--- src/rtl/hook_watchdog.sv ---
module hook_watchdog #(
  parameter longint CLK_HZ   = 100_000_000,
  parameter int     WINDOW_S = 4
) (
  input  logic clk,
  input  logic rst_n,
  input  logic reg_wr,
  input  logic en_wr,
  input  logic en_din,
  input  logic oh_wr,
  input  logic oh_din,
  input  logic ohe_wr,
  input  logic ohe_din,
  input  logic hook_pin,
  output logic offhook,
  output logic timeout,
  output logic wd_on,
  output logic oh_bit,
  output logic ohe_bit
);
  localparam longint TICKS = CLK_HZ * WINDOW_S;
  localparam int     CW    = (TICKS > 1) ? $clog2(TICKS) : 1;
  localparam logic [CW-1:0] LAST = CW'(TICKS - 1);

  logic [CW-1:0] cnt;
  logic          armed;
  logic [1:0]    pin_sync;
  logic          restart;
  logic          expire;

  assign restart = reg_wr | en_wr | oh_wr | ohe_wr;
  assign expire  = wd_on & armed & ~restart & (cnt == LAST);
  assign offhook = oh_bit | (ohe_bit & pin_sync[1]);

  always_ff @(posedge clk or negedge rst_n) begin
    if (!rst_n) pin_sync <= '0;
    else        pin_sync <= {pin_sync[0], hook_pin};
  end

  always_ff @(posedge clk or negedge rst_n) begin
    if (!rst_n)                wd_on <= 1'b0;
    else if (en_wr && en_din)  wd_on <= 1'b1;
  end

  always_ff @(posedge clk or negedge rst_n) begin
    if (!rst_n) begin
      cnt   <= '0;
      armed <= 1'b0;
    end else if (restart) begin
      cnt   <= '0;
      armed <= 1'b1;
    end else if (expire) begin
      cnt   <= '0;
      armed <= 1'b0;
    end else if (wd_on && armed) begin
      cnt   <= cnt + 1'b1;
    end
  end

  always_ff @(posedge clk or negedge rst_n) begin
    if (!rst_n) begin
      oh_bit  <= 1'b0;
      ohe_bit <= 1'b0;
      timeout <= 1'b0;
    end else begin
      timeout <= expire;
      if (expire) begin
        oh_bit  <= 1'b0;
        ohe_bit <= 1'b0;
      end else begin
        if (oh_wr)  oh_bit  <= oh_din;
        if (ohe_wr) ohe_bit <= ohe_din;
      end
    end
  end
endmodule


--- config.mk ---
export PLATFORM = sky130hd
export DESIGN_NAME = hook_watchdog
export DESIGN_NICKNAME = d
export VERILOG_FILES = /design/src/rtl/hook_watchdog.sv
export SDC_FILE = /design/constraint.sdc
export NUM_CORES = 1
export LEC_CHECK = 0
export BUFFER_PORTS_ARGS = -buffer_cell sky130_fd_sc_hd__buf_4
export CORE_MARGIN = 1
export CORE_UTILIZATION = 50
export CTS_CLUSTER_DIAMETER = 100
export CTS_CLUSTER_SIZE = 10
export DETAILED_ROUTE_END_ITERATION = 6
export GPL_TIMING_DRIVEN = 0
export HOLD_SLACK_MARGIN = 0.03
export PLACE_DENSITY = 0.68
export SLEW_MARGIN = 20
export SYNTH_ARGS = -nofsm -noshare
export SYNTH_HDL_FRONTEND = slang
export SYNTH_SLANG_ARGS = --single-unit
--- constraint.sdc ---
create_clock -name clk -period 5.35 [get_ports clk]
set_clock_uncertainty 0.05 [all_clocks]
set_input_delay 0.8025 -clock clk [delete_from_list [all_inputs] [get_ports clk]]
set_output_delay 0.8025 -clock clk [all_outputs]
set_load 0.01 [all_outputs]
# [Word-level counts from Yosys, hierarchy flattened]
# Cells that the tools add are included.
[totals] wordCells=33 input_bits=10 register_bits=36 out_inout_bits=5
[op_classes] n_bitwise=9 n_reduce_logical=6 addsub=1 n_eq_ne=1 mux=9
[op_table] operator="two-way mux 29 bit" n=3
[op_table] operator="adder 29 x 1 -> 29 bit, second input constant" n=1
[op_table] operator="== test 29 bit, second input constant" n=1
[op_table] operator="two-way mux 1 bit" n=6
[op_table] operator="nonzero test 2 bit" n=3
[op_table] operator="AND 1 bit" n=4
[op_table] operator="OR 1 bit" n=4
[op_table] operator="nonzero test 3 bit" n=1
[op_table] operator="logical AND 1 bit" n=2
[op_table] operator="inverter 1 bit" n=1

# [Longest topological paths before layout]
[logic_depth] word_depth=8 mapped_depth=7 ltp_nobuf=5

# [Worst setup path after synthesis]
# No wires, ideal clock.
[synth_path] kind="flip-flop to flip-flop" start="reg cnt[0]" end="reg cnt[18]" setup_ns=0.130 required_ns=5.170 n_path_buf=2 path_stages_with_launch=8 period_less_slack_ns=1.999 slack_ns=3.351 arrival_time_ns=1.820 cell_sequence="dfrtp_1 -> ha_1 -> clkbuf_1 -> nand4_1 -> or4_1 -> o21ai_2 -> buf_4 -> a21oi_1"
[synth_via] elab_chain_cells=4
[synth_rtl] item="from (decl)" line="25" text="logic [CW-1:0] cnt;"
[synth_rtl] item="from (signal assigned)" line="56" text="cnt <= cnt + 1'b1;"
[synth_rtl] item="adder 29 x 1 -> 29 bit or == test 29 bit (tied branches)" line="56, 32"
[synth_rtl] item="two-way mux 29 bit or AND 1 bit (tied branches)" line="55, 32"
[synth_rtl] item="two-way mux 29 bit" line="52" text="end else if (expire) begin"
[synth_rtl] item="two-way mux 29 bit" line="49" text="end else if (restart) begin"
# Parallel ways exist; a longest one is shown, timed or not. The select of a mux whose other input is x is not followed.
# A chain may end at the register's enable or synchronous reset.

# [Final worst setup path]
[layout_path] start="reg cnt[0]" end="reg cnt[25]"
# Same word-level chain as after synthesis.

==> out/results.md <==
Power
* P per Cell Area: 226 nW/µm²
* leakage power: 0.824 nW
* worst supply voltage drop on vdd: 0.000172 V
* total power: 0.484 mW

Placement
* last weighted congestion value of the routability-driven placer: 0.872
* hpwl dp: 3.02 mm
* # port buffers: 14

Yosys
* top cells by area, synth: sky130_fd_sc_hd__dfrtp_1 47%, sky130_fd_sc_hd__or4_1 5.5%, sky130_fd_sc_hd__o31ai_1 4.7%
* count of warnings emitted by yosys: 0
* number of enable flip-flop cells after synthesis: 0
* flip-flop and latch count after synthesis: 36
* number of distinct library cells after synthesis: 36
* share of synthesized flip-flops with an asynchronous set or reset: 100%
* synthesized netlist cell count: 193
* portion of synthesized cell area occupied by the leading cell type: 47.4%
* share of synthesized area occupied by flip-flops and latches: 47.4%
* average cell area after synthesis: 9.85 µm²
* post-synthesis net count: 204
* cell accounting for the most synthesized area: sky130_fd_sc_hd__dfrtp_1
* prevailing post-synth register cell: sky130_fd_sc_hd__dfrtp_1
* synthesized area: 1900 µm²

Detailed routing
* final routed wirelength across all metal layers: 4.35 mm
* Detailed Route Iter0 Violations: 135
* number of nets with antenna violations after routing: 0
* routed via count: 1665
* via density per instance: 6.35
* number of iterations in the first detailed-routing pass: 4
* DR WL/cell: 16.6 µm
* final routed DRC violation total: 0

Clock tree
* total number of clock tree sinks: 36
* later-pin clock latency in the skew report: 0.30 ns
* TritonCTS clock tree: built
* clk root buf: sky130_fd_sc_hd__clkbuf_8
* H-tree levels: 2
* buffers inserted during post-CTS setup optimization: 0
* CTS clk-pin slew, worst paths: 0.07 ns
* clock buffer count from CTS: 5
* number of hold buffers added after CTS: 0
* cells resized by post-CTS repair: 0
* deepest clock path buffer count: 2

Critical path
* CP Launch Point: cnt[0]
* sort of element at the end of the critical path: register
* class of the most critical setup path: register to register
* Data required, critical path: 5.47 ns
* R2R Path Start: cnt[0]
* data arrival time of the worst path: 2.54 ns
* CP Launch Type: register
* critical path's top delay family: buffers and inverters
* CP cell instances: ha_1 -> clkbuf_1 -> nand4_1 -> or4_1 -> o21ai_2 -> buf_4 -> a21oi_1
* slowest cell on the critical path: sky130_fd_sc_hd__or4_1
* biggest fanout along the worst timing path: 10
* biggest cell delay along the critical path: 0.47 ns
* total buffers and inverters traversed by the critical path: 2

Timing
* maximum operating frequency: 413 MHz
* unrepaired setup endpoints after global routing: false
* actual slew at the worst max-slew pin: 0.655 ns
* final hold slack: 0.301 ns
* headroom to the max-slew limit: 56.0%
* clock period minus worst slack: 2.42 ns
* final period utilization: 45.3%
* final hold vios: 0
* Setup-failing EPs final: 0
* final max-slew violation count: 0
* summed negative setup slack over all endpoints: 0 ns

GRT
* first-pass GRT wire length: 7.56 mm
* pin count of the biggest net entering global routing: 37
* number of global-route vias before repair: 1620
* antenna violations before repair: 0
* Remaining Overflow, GRT: 0
* global routing usage summed across all routing layers: 24.3%

Layout
* fraction of final layout cells with drive strength greater than 1: 14.5%
* P&R area growth vs syn: 12.8%
* net count of the finished layout: 225
* # diodes: 0

Flow run
* count of max-cap constraint violations: 0

Floorplan
* die height: 63.7 µm
* Initial Utilization: 51.9%
* number of placement rows: 22
* floorplan core area: 3660 µm²
* I/O pin count: 15
* Chip Width: 63.7 µm
* die footprint: 4050 µm²

Min path
* worst hold path class: register to register
* startpoint of the worst hold path: pin_sync[0]

Status
* run status: finished, final reports clean

[routing by layer]
metal	wire [µm]	global-route usage, %	up-vias	share of wire (%)
met5	0	0	-	0
met2	2190	40.8	54	50
met4	63	8.81	0	1.4
met1	1900	31.0	822	44
li1	-	-	783	-
met3	189	4.35	6	4.3
[through the flow]
stage	instance area [µm²]	worst slack, ns	utilization [%]	std cells
final	2140	2.93	58.6	262
after global placement	2070	3.00	56.5	255
after CTS	2140	2.88	58.6	262
after global routing	2140	2.74	58.6	262
after floorplan	1900	3.35	-	193
after detailed placement	2070	2.89	56.5	255
[layout make-up]
type                       count  area [µm²]
multi-input combinational    146         943
timing repair buffer          14         105
clock inverter                 1        5.00
tap                           48        60.1
fill                         334        1520
clock buffer                   6        72.6
buffer                         9        50.0
sequential                    36         901
inverter                       2        7.51
[cells by family (layout without fill, tap and decap cells)]
| group | Yosys count | count (layout) | synth area share, % |
|---|---|---|---|
| AO/OA/AOI/OAI | 38 | 38 | 12.8 |
| XOR/XNOR | 12 | 12 | 5.53 |
| adder cells (fa/ha/maj) | 1 | 1 | 0.658 |
| buffers and inverters | 11 | 32 | 3.03 |
| flip-flops | 36 | 36 | 47.4 |
| multiplexers | 2 | 2 | 1.05 |
| AND/OR/NAND/NOR | 93 | 93 | 29.6 |
[synthesized netlist by cell type (3+ instances only)]
cell	count
sky130_fd_sc_hd__xor2_1	7
sky130_fd_sc_hd__nand2_1	12
sky130_fd_sc_hd__and4_1	4
sky130_fd_sc_hd__nand4_1	10
sky130_fd_sc_hd__or4_1	14
sky130_fd_sc_hd__or3_1	4
sky130_fd_sc_hd__nand3_1	12
sky130_fd_sc_hd__o31ai_1	12
sky130_fd_sc_hd__xnor2_1	5
sky130_fd_sc_hd__clkbuf_1	5
sky130_fd_sc_hd__dfrtp_1	36
sky130_fd_sc_hd__nor4_1	6
sky130_fd_sc_hd__nor2_1	15
sky130_fd_sc_hd__nand4_2	3
sky130_fd_sc_hd__and3_1	3
sky130_fd_sc_hd__o21ai_0	3
sky130_fd_sc_hd__a21oi_1	15
[placed cells by master, fill, tap and decap left out, types with 6 or more instances in the layout]
master and instances:
sky130_fd_sc_hd__or4_1 14, sky130_fd_sc_hd__a21oi_1 15, sky130_fd_sc_hd__buf_4 16, sky130_fd_sc_hd__nand4_1 10, sky130_fd_sc_hd__nand2_1 12, sky130_fd_sc_hd__dfrtp_1 36, sky130_fd_sc_hd__xor2_1 7, sky130_fd_sc_hd__nor2_1 15
sky130_fd_sc_hd__clkbuf_1 6, sky130_fd_sc_hd__nand3_1 12, sky130_fd_sc_hd__o31ai_1 12, sky130_fd_sc_hd__nor4_1 6
[power breakdown]
part | internal, mW | leakage [nW] | switching, mW
combinational | 0.00967 | 0.300 | 0.0124
clock | 0.0885 | 0.0410 | 0.0967
sequential | 0.275 | 0.483 | 0.00190
[sequential cells by signal (all words and copies together), names as in the netlist]
signal	flops
oh_bit	1
timeout	1
armed	1
wd_on	1
pin_sync	2
ohe_bit	1
cnt	29
[final timing paths]
check	cells past startpoint	end	slack, ns
min	0	pin_sync[1]	0.30
max in group asynchronous	1	cnt[28]	4.50
max reg2reg	7	cnt[25]	2.93
max	7	cnt[25]	2.93
min in group asynchronous	1	cnt[16]	0.40
min reg2reg	0	pin_sync[1]	0.30
[worst reg2reg max path, delay by kind of cell, from the launching register on]
family / cells / cell delay, ns
DFF: 1 / 0.41
adders and majority gates: 1 / 0.17
AOI/OAI and AO/OA: 2 / 0.48
buffers and inverters: 2 / 0.60
and+or+nand+nor: 2 / 0.60
Note: power is estimated with default switching activity, not from simulation.
